==> src/rtl/ext_irq_pkg.sv <==
package ext_irq_pkg;

    localparam int FRAME_BYTES = 5;

    typedef enum logic [2:0] {
        S_IDLE,
        S_PUSH,
        S_VHI,
        S_VLO,
        S_ENTER,
        S_POP,
        S_RET
    } seq_st_e;

endpackage

==> src/rtl/ext_irq_req.sv <==
module ext_irq_req #(
    parameter int SYNC_N = 2
) (
    input  logic clk_i,
    input  logic rst_ni,
    input  logic ext_req_ni,
    input  logic clear_i,
    output logic pending_o
);

    typedef struct packed {
        logic [SYNC_N:0] pipe;   // [SYNC_N-1:0] synchroniser, [SYNC_N] edge history
        logic            latch;
    } req_t;

    req_t d, q;
    logic fall;

    always_comb begin
        d      = q;
        fall   = q.pipe[SYNC_N] & ~q.pipe[SYNC_N-1];
        d.pipe = {q.pipe[SYNC_N-1:0], ext_req_ni};
        d.latch = (q.latch & ~clear_i) | fall;
    end

    always_ff @(posedge clk_i or negedge rst_ni) begin
        if (!rst_ni) begin
            q.pipe  <= '1;
            q.latch <= 1'b0;
        end else begin
            q <= d;
        end
    end

    assign pending_o = q.latch | ~q.pipe[SYNC_N-1];

    // acceptance empties the edge latch unless a new edge arrives with it
    a_r6_latch_cleared: assert property (@(posedge clk_i) disable iff (!rst_ni)
        (clear_i && !fall) |=> !q.latch);

endmodule

==> src/rtl/ext_irq_seq.sv <==
module ext_irq_seq
    import ext_irq_pkg::*;
#(
    parameter int                ADDR_W      = 13,
    parameter int                DATA_W      = 8,
    parameter int                I_BIT       = 3,
    parameter logic [ADDR_W-1:0] SP_RESET    = 'h7F,
    parameter logic [ADDR_W-1:0] VEC_HI_ADDR = 'h1FFA
) (
    input  logic              clk_i,
    input  logic              rst_ni,
    input  logic              pending_i,
    input  logic              insn_done_i,
    input  logic              rti_i,
    input  logic              mask_wr_i,
    input  logic              mask_val_i,
    input  logic [ADDR_W-1:0] pc_i,
    input  logic [DATA_W-1:0] x_i,
    input  logic [DATA_W-1:0] a_i,
    input  logic [DATA_W-1:0] ccr_i,
    input  logic [DATA_W-1:0] mem_rdata_i,
    output logic              accept_o,
    output logic [ADDR_W-1:0] mem_addr_o,
    output logic              mem_we_o,
    output logic              mem_re_o,
    output logic [DATA_W-1:0] mem_wdata_o,
    output logic              busy_o,
    output logic              load_o,
    output logic [ADDR_W-1:0] load_pc_o,
    output logic [DATA_W-1:0] load_x_o,
    output logic [DATA_W-1:0] load_a_o,
    output logic [DATA_W-1:0] load_ccr_o,
    output logic              irq_mask_o
);

    localparam int                PCH_W       = ADDR_W - DATA_W;
    localparam int                CNT_W       = $clog2(FRAME_BYTES);
    localparam logic [CNT_W-1:0]  LAST_IDX    = CNT_W'(FRAME_BYTES - 1);
    localparam logic [ADDR_W-1:0] VEC_LO_ADDR = VEC_HI_ADDR + ADDR_W'(1);

    typedef struct packed {
        seq_st_e           st;
        logic [CNT_W-1:0]  cnt;
        logic [ADDR_W-1:0] sp;
        logic              imask;
        logic [ADDR_W-1:0] pc;
        logic [DATA_W-1:0] x;
        logic [DATA_W-1:0] a;
        logic [DATA_W-1:0] ccr;
    } seq_t;

    seq_t d, q;
    logic [DATA_W-1:0] pch_byte;
    logic [DATA_W-1:0] ccr_out;

    always_comb begin
        d           = q;
        accept_o    = 1'b0;
        mem_we_o    = 1'b0;
        mem_re_o    = 1'b0;
        mem_addr_o  = q.sp;
        mem_wdata_o = '0;
        load_o      = 1'b0;
        pch_byte    = {{(DATA_W-PCH_W){1'b0}}, q.pc[ADDR_W-1:DATA_W]};
        ccr_out     = q.ccr;

        unique case (q.st)
            S_IDLE: begin
                if (rti_i) begin
                    d.st  = S_POP;
                    d.cnt = '0;
                end else if (insn_done_i && pending_i && !q.imask) begin
                    accept_o      = 1'b1;
                    d.st          = S_PUSH;
                    d.cnt         = '0;
                    d.pc          = pc_i;
                    d.x           = x_i;
                    d.a           = a_i;
                    d.ccr         = ccr_i;
                    d.ccr[I_BIT]  = q.imask;
                    d.imask       = 1'b1;
                end else if (mask_wr_i) begin
                    d.imask = mask_val_i;
                end
            end
            S_PUSH: begin
                mem_we_o = 1'b1;
                case (int'(q.cnt))
                    0:       mem_wdata_o = q.pc[DATA_W-1:0];
                    1:       mem_wdata_o = pch_byte;
                    2:       mem_wdata_o = q.x;
                    3:       mem_wdata_o = q.a;
                    default: mem_wdata_o = q.ccr;
                endcase
                d.sp = q.sp - ADDR_W'(1);
                if (q.cnt == LAST_IDX) begin
                    d.st = S_VHI;
                end else begin
                    d.cnt = q.cnt + CNT_W'(1);
                end
            end
            S_VHI: begin
                mem_re_o                  = 1'b1;
                mem_addr_o                = VEC_HI_ADDR;
                d.pc[ADDR_W-1:DATA_W]     = mem_rdata_i[PCH_W-1:0];
                d.st                      = S_VLO;
            end
            S_VLO: begin
                mem_re_o           = 1'b1;
                mem_addr_o         = VEC_LO_ADDR;
                d.pc[DATA_W-1:0]   = mem_rdata_i;
                d.st               = S_ENTER;
            end
            S_ENTER: begin
                load_o          = 1'b1;
                ccr_out[I_BIT]  = 1'b1;
                d.st            = S_IDLE;
            end
            S_POP: begin
                mem_re_o   = 1'b1;
                mem_addr_o = q.sp + ADDR_W'(1);
                d.sp       = q.sp + ADDR_W'(1);
                case (int'(q.cnt))
                    0:       d.ccr = mem_rdata_i;
                    1:       d.a   = mem_rdata_i;
                    2:       d.x   = mem_rdata_i;
                    3:       d.pc[ADDR_W-1:DATA_W] = mem_rdata_i[PCH_W-1:0];
                    default: d.pc[DATA_W-1:0]      = mem_rdata_i;
                endcase
                if (q.cnt == LAST_IDX) begin
                    d.st = S_RET;
                end else begin
                    d.cnt = q.cnt + CNT_W'(1);
                end
            end
            S_RET: begin
                load_o  = 1'b1;
                d.imask = q.ccr[I_BIT];
                d.st    = S_IDLE;
            end
            default: d.st = S_IDLE;
        endcase
    end

    always_ff @(posedge clk_i or negedge rst_ni) begin
        if (!rst_ni) begin
            q.st    <= S_IDLE;
            q.cnt   <= '0;
            q.sp    <= SP_RESET;
            q.imask <= 1'b1;
            q.pc    <= '0;
            q.x     <= '0;
            q.a     <= '0;
            q.ccr   <= '0;
        end else begin
            q <= d;
        end
    end

    assign busy_o     = (q.st != S_IDLE);
    assign load_pc_o  = q.pc;
    assign load_x_o   = q.x;
    assign load_a_o   = q.a;
    assign load_ccr_o = ccr_out;
    assign irq_mask_o = q.imask;

    // consecutive stack writes walk downward one byte at a time
    a_r3_push_descends: assert property (@(posedge clk_i) disable iff (!rst_ni)
        (mem_we_o && $past(mem_we_o)) |-> (mem_addr_o == $past(mem_addr_o) - ADDR_W'(1)));

    // consecutive pops walk upward one byte at a time
    a_r8_pop_ascends: assert property (@(posedge clk_i) disable iff (!rst_ni)
        (q.st == S_POP && $past(q.st) == S_POP) |-> (mem_addr_o == $past(mem_addr_o) + ADDR_W'(1)));

    // the vector high byte is read right after the last push
    a_r5_vector_after_push: assert property (@(posedge clk_i) disable iff (!rst_ni)
        $fell(mem_we_o) |-> (mem_re_o && mem_addr_o == VEC_HI_ADDR));

    // the load strobe lasts a single cycle
    a_r5_single_load: assert property (@(posedge clk_i) disable iff (!rst_ni)
        load_o |=> !load_o);

endmodule

==> src/rtl/ext_irq_unit.sv <==
module ext_irq_unit #(
    parameter int                ADDR_W      = 13,
    parameter int                DATA_W      = 8,
    parameter int                I_BIT       = 3,
    parameter int                SYNC_N      = 2,
    parameter logic [ADDR_W-1:0] SP_RESET    = 'h7F,
    parameter logic [ADDR_W-1:0] VEC_HI_ADDR = 'h1FFA
) (
    input  logic              clk_i,
    input  logic              rst_ni,
    input  logic              ext_req_ni,
    input  logic              insn_done_i,
    input  logic              rti_i,
    input  logic              mask_wr_i,
    input  logic              mask_val_i,
    input  logic [ADDR_W-1:0] pc_i,
    input  logic [DATA_W-1:0] x_i,
    input  logic [DATA_W-1:0] a_i,
    input  logic [DATA_W-1:0] ccr_i,
    output logic [ADDR_W-1:0] mem_addr_o,
    output logic              mem_we_o,
    output logic              mem_re_o,
    output logic [DATA_W-1:0] mem_wdata_o,
    input  logic [DATA_W-1:0] mem_rdata_i,
    output logic              busy_o,
    output logic              load_o,
    output logic [ADDR_W-1:0] load_pc_o,
    output logic [DATA_W-1:0] load_x_o,
    output logic [DATA_W-1:0] load_a_o,
    output logic [DATA_W-1:0] load_ccr_o,
    output logic              irq_mask_o
);

    logic pending;
    logic accept;

    ext_irq_req #(
        .SYNC_N (SYNC_N)
    ) u_req (
        .clk_i      (clk_i),
        .rst_ni     (rst_ni),
        .ext_req_ni (ext_req_ni),
        .clear_i    (accept),
        .pending_o  (pending)
    );

    ext_irq_seq #(
        .ADDR_W      (ADDR_W),
        .DATA_W      (DATA_W),
        .I_BIT       (I_BIT),
        .SP_RESET    (SP_RESET),
        .VEC_HI_ADDR (VEC_HI_ADDR)
    ) u_seq (
        .clk_i       (clk_i),
        .rst_ni      (rst_ni),
        .pending_i   (pending),
        .insn_done_i (insn_done_i),
        .rti_i       (rti_i),
        .mask_wr_i   (mask_wr_i),
        .mask_val_i  (mask_val_i),
        .pc_i        (pc_i),
        .x_i         (x_i),
        .a_i         (a_i),
        .ccr_i       (ccr_i),
        .mem_rdata_i (mem_rdata_i),
        .accept_o    (accept),
        .mem_addr_o  (mem_addr_o),
        .mem_we_o    (mem_we_o),
        .mem_re_o    (mem_re_o),
        .mem_wdata_o (mem_wdata_o),
        .busy_o      (busy_o),
        .load_o      (load_o),
        .load_pc_o   (load_pc_o),
        .load_x_o    (load_x_o),
        .load_a_o    (load_a_o),
        .load_ccr_o  (load_ccr_o),
        .irq_mask_o  (irq_mask_o)
    );

    // a stack write sequence only begins after an unmasked boundary
    a_r2_entry_unmasked: assert property (@(posedge clk_i) disable iff (!rst_ni)
        $rose(mem_we_o) |-> ($past(insn_done_i) && !$past(irq_mask_o)));

    // the mask is already set when the first stack byte is written
    a_r4_mask_set_on_entry: assert property (@(posedge clk_i) disable iff (!rst_ni)
        $rose(mem_we_o) |-> irq_mask_o);

endmodule

==> config.mk <==
export PLATFORM = sky130hd
export DESIGN_NAME = ext_irq_unit
export DESIGN_NICKNAME = d
export VERILOG_FILES = /design/src/rtl/ext_irq_pkg.sv /design/src/rtl/ext_irq_req.sv /design/src/rtl/ext_irq_seq.sv /design/src/rtl/ext_irq_unit.sv
export SDC_FILE = /design/constraint.sdc
export NUM_CORES = 1
export LEC_CHECK = 0
export BUFFER_PORTS_ARGS = -buffer_cell sky130_fd_sc_hd__buf_2
export CORE_ASPECT_RATIO = 0.7
export CORE_MARGIN = 1.5
export CORE_UTILIZATION = 53
export DETAILED_ROUTE_END_ITERATION = 8
export PLACE_DENSITY = 0.9
export SYNTH_ARGS = -nofsm -noshare
export SYNTH_HDL_FRONTEND = slang
export SYNTH_SLANG_ARGS = --single-unit
==> constraint.sdc <==
create_clock -name clk_i -period 2.29 [get_ports clk_i]
set_input_delay 0.1145 -clock clk_i [delete_from_list [all_inputs] [get_ports clk_i]]
set_output_delay 0.1145 -clock clk_i [all_outputs]
set_load 0.03 [all_outputs]
==> flow_metrics.env <==
export IMPL_outcome="finished, final reports clean"
export IMPL_required_ns=2.18
export IMPL_htreeDepth=3
export IMPL_reg2regPathDepth=4
export IMPL_cpMaxStageDelayCell="dfrtp_1"
export IMPL_ys_seq_area_frac=0.383
export IMPL_timing_critical_path_buf_inv=2
export IMPL_vdd_drop_max_mv=0.755
export IMPL_grt_max_degree=62
export IMPL_synth_main_ff_cell="dfrtp_1"
export IMPL_grt_pass1_wl_mm=18.1
export IMPL_critPathMostFrequentCell="nor2_1"
export IMPL_clk_latency_ns=0.35
export IMPL_reg2reg_from="u_seq.q[53]"
export IMPL_crit_arrival_ns=2.07
export IMPL_reg2reg_setup_slack_ns=0.27
export IMPL_hp_class="in -> reg"
export IMPL_via_per_inst=5.97
export IMPL_synthCells=439
export IMPL_num_vias=3722
export IMPL_ys_top_cells_by_area="dfrtp_1, buf_4, dfstp_2, a21oi_1, nand2_1"
export IMPL_portBuffers=113
export IMPL_clockBufferDepth=2
export IMPL_fin_skew_ns=0.0128
export IMPL_setup_violations=0
export IMPL_synth_warnings=0
export IMPL_design_die_area_um2=8130
export IMPL_avgSynthCellArea_um2=9.17
export IMPL_slowest_delay_ns=0.51
export IMPL_yosys_area_top_type="dfrtp_1"
export IMPL_holdPathStages=3
export IMPL_fp_dieH_um=75.9
export IMPL_synth_nets=498
export IMPL_p_leak_nw=2.25
export IMPL_drt_first_pass_iters=5
export IMPL_syn_area_um2=4030
export IMPL_drc=0
export IMPL_crit_fanout=9
export IMPL_drt_iter0_drc=446
export IMPL_place_hpwl_mm=7.80
export IMPL_ios=115
export IMPL_synth_top_area_share=0.311
export IMPL_nFillCells=577
export IMPL_wl_per_cell_um=18.2
export IMPL_rows=26
export IMPL_clkTransAtPathRegs_ns=0.07
export IMPL_powerDensity_nw_per_um2=1700
export IMPL_timing_fmax_ghz=0.458
export IMPL_routed_wl_mm=11.4
export IMPL_core_area_um2=7320
export IMPL_final_nets=579
export IMPL_final_min_clock_period_ns=2.18
export IMPL_cp_end_kind="output pin"
export IMPL_fin_ws_ns=0.106
export IMPL_tightest_slew_ns=0.793
export IMPL_min_delay_start="ccr_i[5]"
export IMPL_track_usage=0.285
export IMPL_start_util=0.550
export IMPL_timing_rr_end="u_seq.load_x_o[0]"
export IMPL_clk_root_buffer_cell="clkbuf_8"
export IMPL_fin_setup_tns_ns=0
export IMPL_maxCapViolCount=0
export IMPL_path_class="reg -> out"
export IMPL_cts_sinks=61
export IMPL_crit_family="flip-flops"
export IMPL_antenna_found_initial=0
export IMPL_slew_viol_final=0
export IMPL_diodes=0
export IMPL_grt_pass1_vias=3588
export IMPL_area_growth_pct=17.5
export IMPL_synth_most_common_cell="dfrtp_1"
export IMPL_cts_tree="built"
export IMPL_synth_cell_type_count=59
export IMPL_period_share=0.954
export IMPL_ant_nets=0
export IMPL_numCtsBuffers=9
export IMPL_synth_edf_count=0
export IMPL_gp_congestion=0.962
export IMPL_drive_gt1_frac=0.368
export IMPL_ys_async_sr_fraction=1.00
export IMPL_place_ws_ns=0.337
export IMPL_die_x_um=107
export IMPL_slew_headroom=0.471
export IMPL_synth_seq_cells=61
export IMPL_hold_viol=0
export IMPL_synth_common_cells="dfrtp_1, nand2_1, a21oi_1, buf_4, o21ai_0"
export IMPL_fin_util=0.646
export IMPL_hold_path_end="u_seq.load_ccr_o[5]"
export IMPL_worstPathCellList="inv_1 > ha_4 > a222oi_1 > nor2_1 > a21oi_1 > nor2_1 > buf_4"
export IMPL_worst_path_stages=7
export IMPL_start_kind="flop"
export IMPL_grt_overflow_total=0
==> final cells by class <==
class / instances / area, um^2 / area share
inverter: 12 / 45.0 / 0.00952
multi-input combinational: 302 / 2060 / 0.436
clock buffer: 13 / 159 / 0.0336
timing repair buffer: 134 / 733 / 0.155
clock inverter: 3 / 67.6 / 0.0143
sequential: 61 / 1540 / 0.326
tap: 98 / 123 / 0.0259
==> sequential cells by signal, indices dropped and copies added, names as in the netlist <==
register          count
u_seq.load_ccr_o      7
u_req.q               2
u_seq.load_pc_o      13
u_seq.q              20
u_seq.load_a_o        8
u_seq.load_x_o        8
u_seq.irq_mask_o      1
u_req.d               2
==> stage by stage <==
step | instances | hold slack (ns) | cell area [um^2] | power [W]
3_5_place_dp | 604 | 0.225 | 4430 | 0.00677
2_1_floorplan | 439 | -0.181 | 4030 | 0.00584
4_1_cts | 622 | 0.0474 | 4680 | 0.00790
5_1_grt | 623 | 0.0546 | 4730 | 0.00851
3_3_place_gp | 604 | 0.223 | 4430 | 0.00661
6_report | 623 | 0.0514 | 4730 | 0.00804
==> metal layers <==
metal / GRT usage / share of wire / vias up
li1: - / - / 1687
met1: 0.408 / 0.43 / 1778
met2: 0.429 / 0.46 / 230
met3: 0.0766 / 0.094 / 27
met4: 0.0693 / 0.014 / 0
met5: 0 / 0 / -
==> kinds of logic (layout without fill, tap and decap cells) <==
group,Yosys count,count (layout),share of synthesized area
adder cells (fa/ha/maj),7,7,0.0218
AND/OR/NAND/NOR,129,129,0.168
flip-flops,61,61,0.383
buffers and inverters,76,162,0.115
AO/OA/AOI/OAI,121,121,0.191
XOR/XNOR,17,17,0.0370
multiplexers,28,28,0.0855
==> cell usage in the layout, fill, tap and decap left out, types with 4 or more instances in the layout <==
master / Yosys / final
o21ai_0: 31 / 31
mux2_4: 8 / 8
clkbuf_8: 0 / 11
and2_1: 8 / 8
nand3_1: 12 / 12
xor2_1: 13 / 13
xnor2_1: 4 / 4
nand2b_1: 4 / 4
nor2_1: 22 / 22
buf_4: 40 / 21
nand4_1: 9 / 9
a22oi_1: 10 / 10
dfrtp_1: 50 / 49
buf_2: 9 / 111
inv_1: 11 / 11
o21ai_1: 9 / 9
nand2_1: 47 / 47
mux2_2: 8 / 8
dfstp_2: 11 / 11
a21oi_1: 40 / 39
o31ai_1: 6 / 5
mux2_1: 11 / 11
==> worst max-delay path by stage <==
stage | from | endpoint
2_1_floorplan | u_seq.q[53] | mem_wdata_o[5]
3_3_place_gp | u_seq.q[38] | u_seq.q[48]
3_5_place_dp | u_seq.q[39] | u_seq.q[48]
4_1_cts | u_seq.q[51] | mem_wdata_o[5]
5_1_grt | u_seq.q[53] | mem_wdata_o[5]
6_report | u_seq.q[53] | mem_wdata_o[5]
==> worst min-delay path, stage by stage <==
cell and delay [ns]:
buf_2 0.08, a21oi_1 0.05, o21ai_1 0.11
==> power by group <==
group / switching (W) / internal [W] / total [W]
combinational: 0.00308 / 0.00166 / 0.00474
clock: 0.000434 / 0.000674 / 0.00111
sequential: 0.000576 / 0.00162 / 0.00220
==> timing repair <==
item	in CTS	in global routing
endpoints found under the setup margin	0	10
hold buffers	2	0
hold endpoints to repair	51	0
buffers inserted	0	1
gates resized for setup	0	13
No activity file was read; power rests on OpenSTA's default activity.
